--- src/rtl/wdt_pkg.sv ---
package wdt_pkg;
  localparam int CNT_W = 16;
  localparam int NTAP  = 4;
  localparam int SEL_W = $clog2(NTAP);
  localparam logic [7:0] WDT_KEY = 8'h5A;
  // counter bits that must all be one for a crossing; index = select code
  localparam int TAP_LEN [NTAP] = '{15, 13, 9, 6};

  typedef struct packed {
    logic             hold;
    logic [1:0]       rsvd;
    logic             intv;
    logic             clr;
    logic             src;
    logic [SEL_W-1:0] sel;
  } ctl_t;
endpackage

--- src/rtl/wdt_ctl_reg.sv ---
module wdt_ctl_reg
  import wdt_pkg::*;
(
  input  logic        clk,
  input  logic        rst_n,
  input  logic        we,
  input  logic [15:0] wdata,
  output ctl_t        ctl,
  output logic        clr_pulse,
  output logic        key_fail
);
  logic key_ok;
  ctl_t nxt;

  assign key_ok    = (wdata[15:8] == WDT_KEY);
  assign key_fail  = we && !key_ok;
  assign clr_pulse = we && key_ok && wdata[3];

  always_comb begin
    nxt      = ctl_t'(wdata[7:0]);
    nxt.clr  = 1'b0;
    nxt.rsvd = '0;
  end

  always_ff @(posedge clk) begin
    if (!rst_n)             ctl <= '0;
    else if (we && key_ok)  ctl <= nxt;
  end
endmodule

--- src/rtl/wdt_counter.sv ---
module wdt_counter
  import wdt_pkg::*;
(
  input  logic             clk,
  input  logic             rst_n,
  input  logic             tick_a,
  input  logic             tick_b,
  input  logic             src,
  input  logic [SEL_W-1:0] sel,
  input  logic             hold,
  input  logic             clr,
  output logic [CNT_W-1:0] cnt,
  output logic             timeout
);
  logic            adv;
  logic [NTAP-1:0] tap_full;

  for (genvar i = 0; i < NTAP; i++) begin : g_tap
    assign tap_full[i] = &cnt[TAP_LEN[i]-1:0];
  end

  assign adv     = (src ? tick_b : tick_a) && !hold;
  assign timeout = adv && tap_full[sel] && !clr;

  always_ff @(posedge clk) begin
    if (!rst_n)   cnt <= '0;
    else if (clr) cnt <= '0;
    else if (adv) cnt <= cnt + 1'b1;
  end
endmodule

--- src/rtl/wdt_event.sv ---
module wdt_event (
  input  logic clk,
  input  logic rst_n,
  input  logic timeout,
  input  logic key_fail,
  input  logic intv,
  input  logic irq_clr,
  output logic rst_req,
  output logic irq_flag
);
  always_ff @(posedge clk) begin
    if (!rst_n) begin
      rst_req  <= 1'b0;
      irq_flag <= 1'b0;
    end else begin
      rst_req  <= key_fail || (timeout && !intv);
      irq_flag <= (timeout && intv) || (irq_flag && !irq_clr);
    end
  end
endmodule

--- src/rtl/wdt_timer.sv ---
module wdt_timer
  import wdt_pkg::*;
(
  input  logic        clk,
  input  logic        rst_n,
  input  logic        tick_fast,
  input  logic        tick_slow,
  input  logic        ctl_we,
  input  logic [15:0] ctl_wdata,
  output logic [7:0]  ctl_rdata,
  input  logic        irq_clr,
  output logic        rst_req,
  output logic        irq_flag
);
  ctl_t             ctl;
  logic             clr_pulse;
  logic             key_fail;
  logic             timeout;
  logic [CNT_W-1:0] count_q;

  wdt_ctl_reg u_reg (
    .clk(clk), .rst_n(rst_n), .we(ctl_we), .wdata(ctl_wdata),
    .ctl(ctl), .clr_pulse(clr_pulse), .key_fail(key_fail)
  );

  wdt_counter u_cnt (
    .clk(clk), .rst_n(rst_n), .tick_a(tick_fast), .tick_b(tick_slow),
    .src(ctl.src), .sel(ctl.sel), .hold(ctl.hold), .clr(clr_pulse),
    .cnt(count_q), .timeout(timeout)
  );

  wdt_event u_evt (
    .clk(clk), .rst_n(rst_n), .timeout(timeout), .key_fail(key_fail),
    .intv(ctl.intv), .irq_clr(irq_clr), .rst_req(rst_req), .irq_flag(irq_flag)
  );

  assign ctl_rdata = ctl;
endmodule

--- config.mk ---
export PLATFORM = sky130hd
export DESIGN_NAME = wdt_timer
export DESIGN_NICKNAME = d
export VERILOG_FILES = /design/src/rtl/wdt_pkg.sv /design/src/rtl/wdt_ctl_reg.sv /design/src/rtl/wdt_counter.sv /design/src/rtl/wdt_event.sv /design/src/rtl/wdt_timer.sv
export SDC_FILE = /design/constraint.sdc
export NUM_CORES = 1
export LEC_CHECK = 0
export BUFFER_PORTS_ARGS = -buffer_cell sky130_fd_sc_hd__buf_4
export CORE_ASPECT_RATIO = 1.1
export CORE_UTILIZATION = 51
export CTS_BUF_LIST = sky130_fd_sc_hd__clkbuf_2 sky130_fd_sc_hd__clkbuf_4 sky130_fd_sc_hd__clkbuf_8
export CTS_CLUSTER_SIZE = 28
export DETAILED_ROUTE_END_ITERATION = 10
export PLACE_DENSITY_LB_ADDON = 0.05
export SYNTH_ARGS = -nofsm -noshare
export SYNTH_HDL_FRONTEND = slang
export SYNTH_SLANG_ARGS = --single-unit
export TNS_END_PERCENT = 20
--- constraint.sdc ---
create_clock -name clk -period 2.4 [get_ports clk]
set_clock_uncertainty 0.05 [all_clocks]
set_input_delay 0.24 -clock clk [delete_from_list [all_inputs] [get_ports clk]]
set_output_delay 0.24 -clock clk [all_outputs]
set_load 0.05 [all_outputs]
# Yosys cells after proc, flatten, opt, wreduce, memory -nomap -nowiden
# Cells that the tools add are included.
[op_classes]
n_addsub = 1
magnitude_cmp = 1
n_eq_ne = 1
n_mux = 3
bitwise_logic = 1
reduce_logical = 21
[ops]
columns = ["op", "count"]
rows = [
  ["16-bit by 1-bit adder with 16-bit output (second input constant)", 1],
  ["15-bit AND reduction", 1],
  ["13-bit AND reduction", 1],
  ["1-bit logical AND", 9],
  ["9-bit AND reduction", 1],
  ["8-bit by 7-bit == test with 1-bit output (second input constant)", 1],
  ["6-bit AND reduction", 1],
  ["1-bit zero test", 5],
  ["2-bit by 3-bit < comparator with 1-bit output (second input constant)", 1],
  ["1-bit binary-select mux with 2-bit select", 1],
  ["1-bit logical OR", 2],
  ["1-bit two-way mux", 2],
  ["2-bit OR reduction", 1],
  ["1-bit NOT", 1],
]
[totals]
regBits = 23
output_inout_bits = 10
wordCells = 35

# Longest topological paths before layout
[depth]
ltp_word = 7
mapped_depth = 9
depth_no_buf = 9

# Modules after synthesis
# Synthesis repeated with hierarchy kept, for this count alone.
[unflattened]
cells_unflattened = 136
hier_area_um2 = 1188.6
[by_module_without_submodules]
columns = ["module", "instances", "cells_per_inst", "area_per_inst_um2"]
rows = [
  ["wdt_counter", 1, 98, 837.1],
  ["wdt_ctl_reg", 1, 31, 280.3],
  ["wdt_event", 1, 7, 71.3],
]

# Worst setup path before layout
# OpenSTA, ideal clock, no wires.
[synth_path]
path_kind = "reg-to-reg"
startpoint = "register u_cnt.cnt[0]"
endpoint = "register u_evt.irq_flag"
arrival_ns = 1.557
required_time_ns = 2.220
slack_ns = 0.663
path_stages_with_launch = 10
n_path_buf = 0
cell_sequence = "dfxtp_1 -> ha_1 -> and2_1 -> nand2_1 -> nor2_1 -> ha_1 -> nor2b_1 -> a311o_1 -> nand3_1 -> o32ai_1"
[synth_via]
elab_chain_len = 7
[synth_rtl]
columns = ["element", "line_no", "source"]
rows = [
  ["start: declaration", "wdt_counter.sv:12", "output logic [CNT_W-1:0] cnt,"],
  ["start signal: assignment", "wdt_counter.sv:28", "else if (adv) cnt <= cnt + 1'b1;"],
  ["15-bit AND reduction, or another cell as far along", "wdt_counter.sv:19", "assign tap_full[i] = &cnt[TAP_LEN[i]-1:0];"],
  ["1-bit binary-select mux with 2-bit select *", "wdt_counter.sv:23", "assign timeout = adv && tap_full[sel] && !clr;"],
  ["1-bit two-way mux (not written as such) *", "wdt_counter.sv:23", ""],
  ["1-bit logical AND * (2 in series)", "wdt_counter.sv:23", ""],
  ["1-bit logical AND *", "wdt_event.sv:17", "irq_flag <= (timeout && intv) || (irq_flag && !irq_clr);"],
  ["1-bit logical OR *", "wdt_event.sv:17", ""],
  ["end signal: assignment", "wdt_event.sv:17", ""],
  ["end: declaration", "wdt_event.sv:9", "output logic irq_flag"],
]
# Every way passes the cells marked *; elsewhere a longest branch is shown, timed or not. The select of a mux whose other input is x is not followed.
# A chain may end at the register's enable or synchronous reset.

# Worst setup path in the final report
[layout_path]
startpoint = "register u_cnt.cnt[0]"
endpoint = "register u_cnt.cnt[14]"
[layout_via]
elab_chain_len = 1
[layout_rtl]
columns = ["element", "line_no"]
rows = [
  ["16-bit by 1-bit adder with 16-bit output", "wdt_counter.sv:28"],
]
# Every way passes these cells.

==> impl_metrics.py <==
metrics = {
    "sta": {
        "layout_min_cycle_time_ns": 1.85,
        "max_clock_freq_ghz": 0.541,
        "hold_viol": 0,
        "rsz0062_at_grt": "false",
        "finalMaxSlewViolations": 0,
        "post_route_fraction_of_the_period_consumed_by_the_critical_path_pct": 77.0,
        "final.setup.tns_ns": 0,
        "setup_viol_count_final": 0,
    },
    "power_and_ir_drop": {
        "peakVddDrop_mv": 0.398,
        "p_leak_nw": 0.540,
        "cell_area_power_density_nw_per_um2": 480,
    },
    "floorplan": {
        "core_area_um2": 2020,
        "die-height_um": 50.6,
        "die_area_um2": 2340,
        "rows": 17,
        "chipWidth_um": 46.2,
        "initial_core_util_pct": 54.2,
        "num_io_pins": 32,
    },
    "hold_path": {
        "hold_path_class": "primary input to register",
    },
    "critical_path": {
        "critPathLaunchType": "register",
        "cpPeakStageDelay_ns": 0.55,
        "worstPathRequired_ns": 2.59,
        "worst-path-max-fanout": 7,
        "worstSetupEndpointType": "register",
        "timing_worst_setup_path_type": "register to register",
        "crit_slowest_cell": "or4_1",
        "timing.reg2reg.setup_slack_ns": 0.55,
        "cp_top_family": "simple AND/OR/NAND/NOR gates",
        "cp_data_arrival_time_ns": 2.04,
        "path_cells": "ha_1, and2_1, nand4_1, or4_1, a21oi_1",
        "timing.critical_path.buf_inv": 0,
    },
    "cts": {
        "cts_post_setup_buffers_inserted": 0,
        "numCtsBuffers": 3,
        "clk_transition_reported_paths_ns": 0.12,
        "cts.hold.buffers_added": 0,
        "clock_tree.htree_level_count": 1,
        "cts_repair_resize_count": 0,
        "cts_tree": "done",
        "clock_sinks": 22,
        "cts_root_buf": "clkbuf_4",
        "insertion_delay_ns": 0.30,
        "clock_path_buffers": 2,
    },
    "cells_and_area": {
        "proportion_of_layout_cells_with_a_drive_suffix_above_1_pct": 23.2,
        "core_occupancy_in_the_finished_layout_pct": 65.6,
        "flow.area_growth_from_synthesis_pct": 21.0,
        "antenna_cells": 0,
        "nets": 176,
    },
    "yosys": {
        "yosys_most_used_dff": "dfxtp_1",
        "post_synth_instance_area_um2": 1100,
        "yosys-top-cells-area": "dfxtp_1 (40%), mux2i_1 (5.5%), nor2_1 (4.8%), a21oi_1 (4.1%), buf_4 (4.1%)",
        "yosys_warnings": 0,
        "synth_common_cells": "dfxtp_1 (22), nor2_1 (14), a21oi_1 (9), nand2_1 (9)",
        "count_of_flip_flops_with_a_built_in_enable_after_synthesis": 0,
        "synth_seq_cells": 22,
        "synth-seq-area-share_pct": 40.2,
        "ys_types": 35,
        "synthesis.area_per_instance_um2": 8.70,
        "ys_async_sr_fraction_pct": 0,
        "synthDominantAreaCellType": "dfxtp_1",
        "post_synth_inst_count": 126,
        "synthMostInstantiatedCell": "dfxtp_1",
        "yosysTopAreaCellShare_pct": 40.2,
    },
    "global_routing": {
        "number_of_global_route_vias_before_repair": 897,
        "overflow": 0,
        "globalRouteTotalUtil_pct": 20.7,
        "grt_first_pass_wirelength_um": 3600,
        "grt_start_max_net_pins": 18,
        "grt_antenna_before_repair": 0,
    },
    "place": {
        "hpwl_um": 1690,
        "place.port_buffers": 26,
        "gp_routability_congestion": 0.793,
    },
    "drt": {
        "drt_first_pass_iters": 6,
        "detail_route.wl_per_cell_um": 12.2,
        "antenna_violating_nets_post_route": 0,
        "residual_drc": 0,
        "drtIter0Drc": 13,
        "num_vias": 959,
        "detail_route.vias_per_cell": 5.36,
        "wirelength_um": 2190,
    },
    "outcome": {
        "outcome": "finished, final reports clean",
    },
    "run": {
        "cap_violations": 0,
    },
}
power breakdown:
group	switching, mW	internal [mW]
sequential	0.00315	0.370
clock	0.106	0.0924
combinational	0.0346	0.0314
total	0.144	0.493
cell families (layout without fill, tap and decap cells):
kind of cell | Yosys count | count (layout) | synth area share (%)
other | 1 | 3 | 0.342
adders and majority gates | 2 | 2 | 2.28
buffers and inverters | 14 | 37 | 7.08
xor gates and xnor gates | 7 | 7 | 5.59
AOI/OAI and AO/OA | 23 | 23 | 13.0
and+or+nand+nor | 50 | 50 | 25.0
DFF | 22 | 22 | 40.2
muxes | 7 | 7 | 6.51
stage by stage:
step	hold WS [ns]	instance area [um^2]	power (mW)	std cells	setup slack, ns
floorplan	0.286	1100	0.418	128	0.663
global placement	0.377	1290	0.445	175	0.617
detailed placement	0.377	1290	0.447	175	0.581
CTS	0.0462	1330	0.646	179	0.554
global route	0.0686	1330	0.660	179	0.398
finish	0.0531	1330	0.637	179	0.553
final timing paths:
path                        startpoint                          to  cells after the start
min                            irq_clr   u_evt.irq_flag$_SDFF_PN0_                      2
max reg2reg  u_cnt.cnt[0]$_SDFFE_PP0N_  u_cnt.cnt[14]$_SDFFE_PP0N_                      5
max          u_cnt.cnt[0]$_SDFFE_PP0N_  u_cnt.cnt[14]$_SDFFE_PP0N_                      5
min reg2reg  u_evt.irq_flag$_SDFF_PN0_   u_evt.irq_flag$_SDFF_PN0_                      2
routing by layer:
layer,routed length [um],GRT usage [%],up-vias
met3,91,2.16,2
met5,0,0,-
met1,918,24.3,443
met2,1160,37.1,17
li1,-,-,497
met4,17,7.35,0
layout make-up:
class / count / area (um^2)
Fill cell: 188 / 694
Sequential cell: 22 / 440
Timing Repair Buffer: 28 / 210
Clock buffer: 4 / 36.3
Inverter: 5 / 18.8
Multi-Input combinational cell: 92 / 586
Tap cell: 28 / 35.0
registers in the layout, summed over array words and instances, names as in the netlist:
name	cells
u_cnt.cnt	15
u_evt.rst_req	1
u_reg.ctl	5
u_evt.irq_flag	1
layout by cell type (no fill, tap or decap), types with 2 or more instances in the layout:
master,n
a21oi_1,9
and4_1,2
buf_4,28
clkbuf_4,3
conb_1,3
dfxtp_1,22
ha_1,2
inv_1,5
mux2i_1,6
nand2_1,9
nand3_1,4
nand4_1,5
nand4bb_1,2
nor2_1,14
nor4_1,2
o21ai_0,6
o31ai_1,2
or3_1,5
or4_1,2
xnor2_1,5
xor2_1,2
Power figures use the tool's default switching activity.
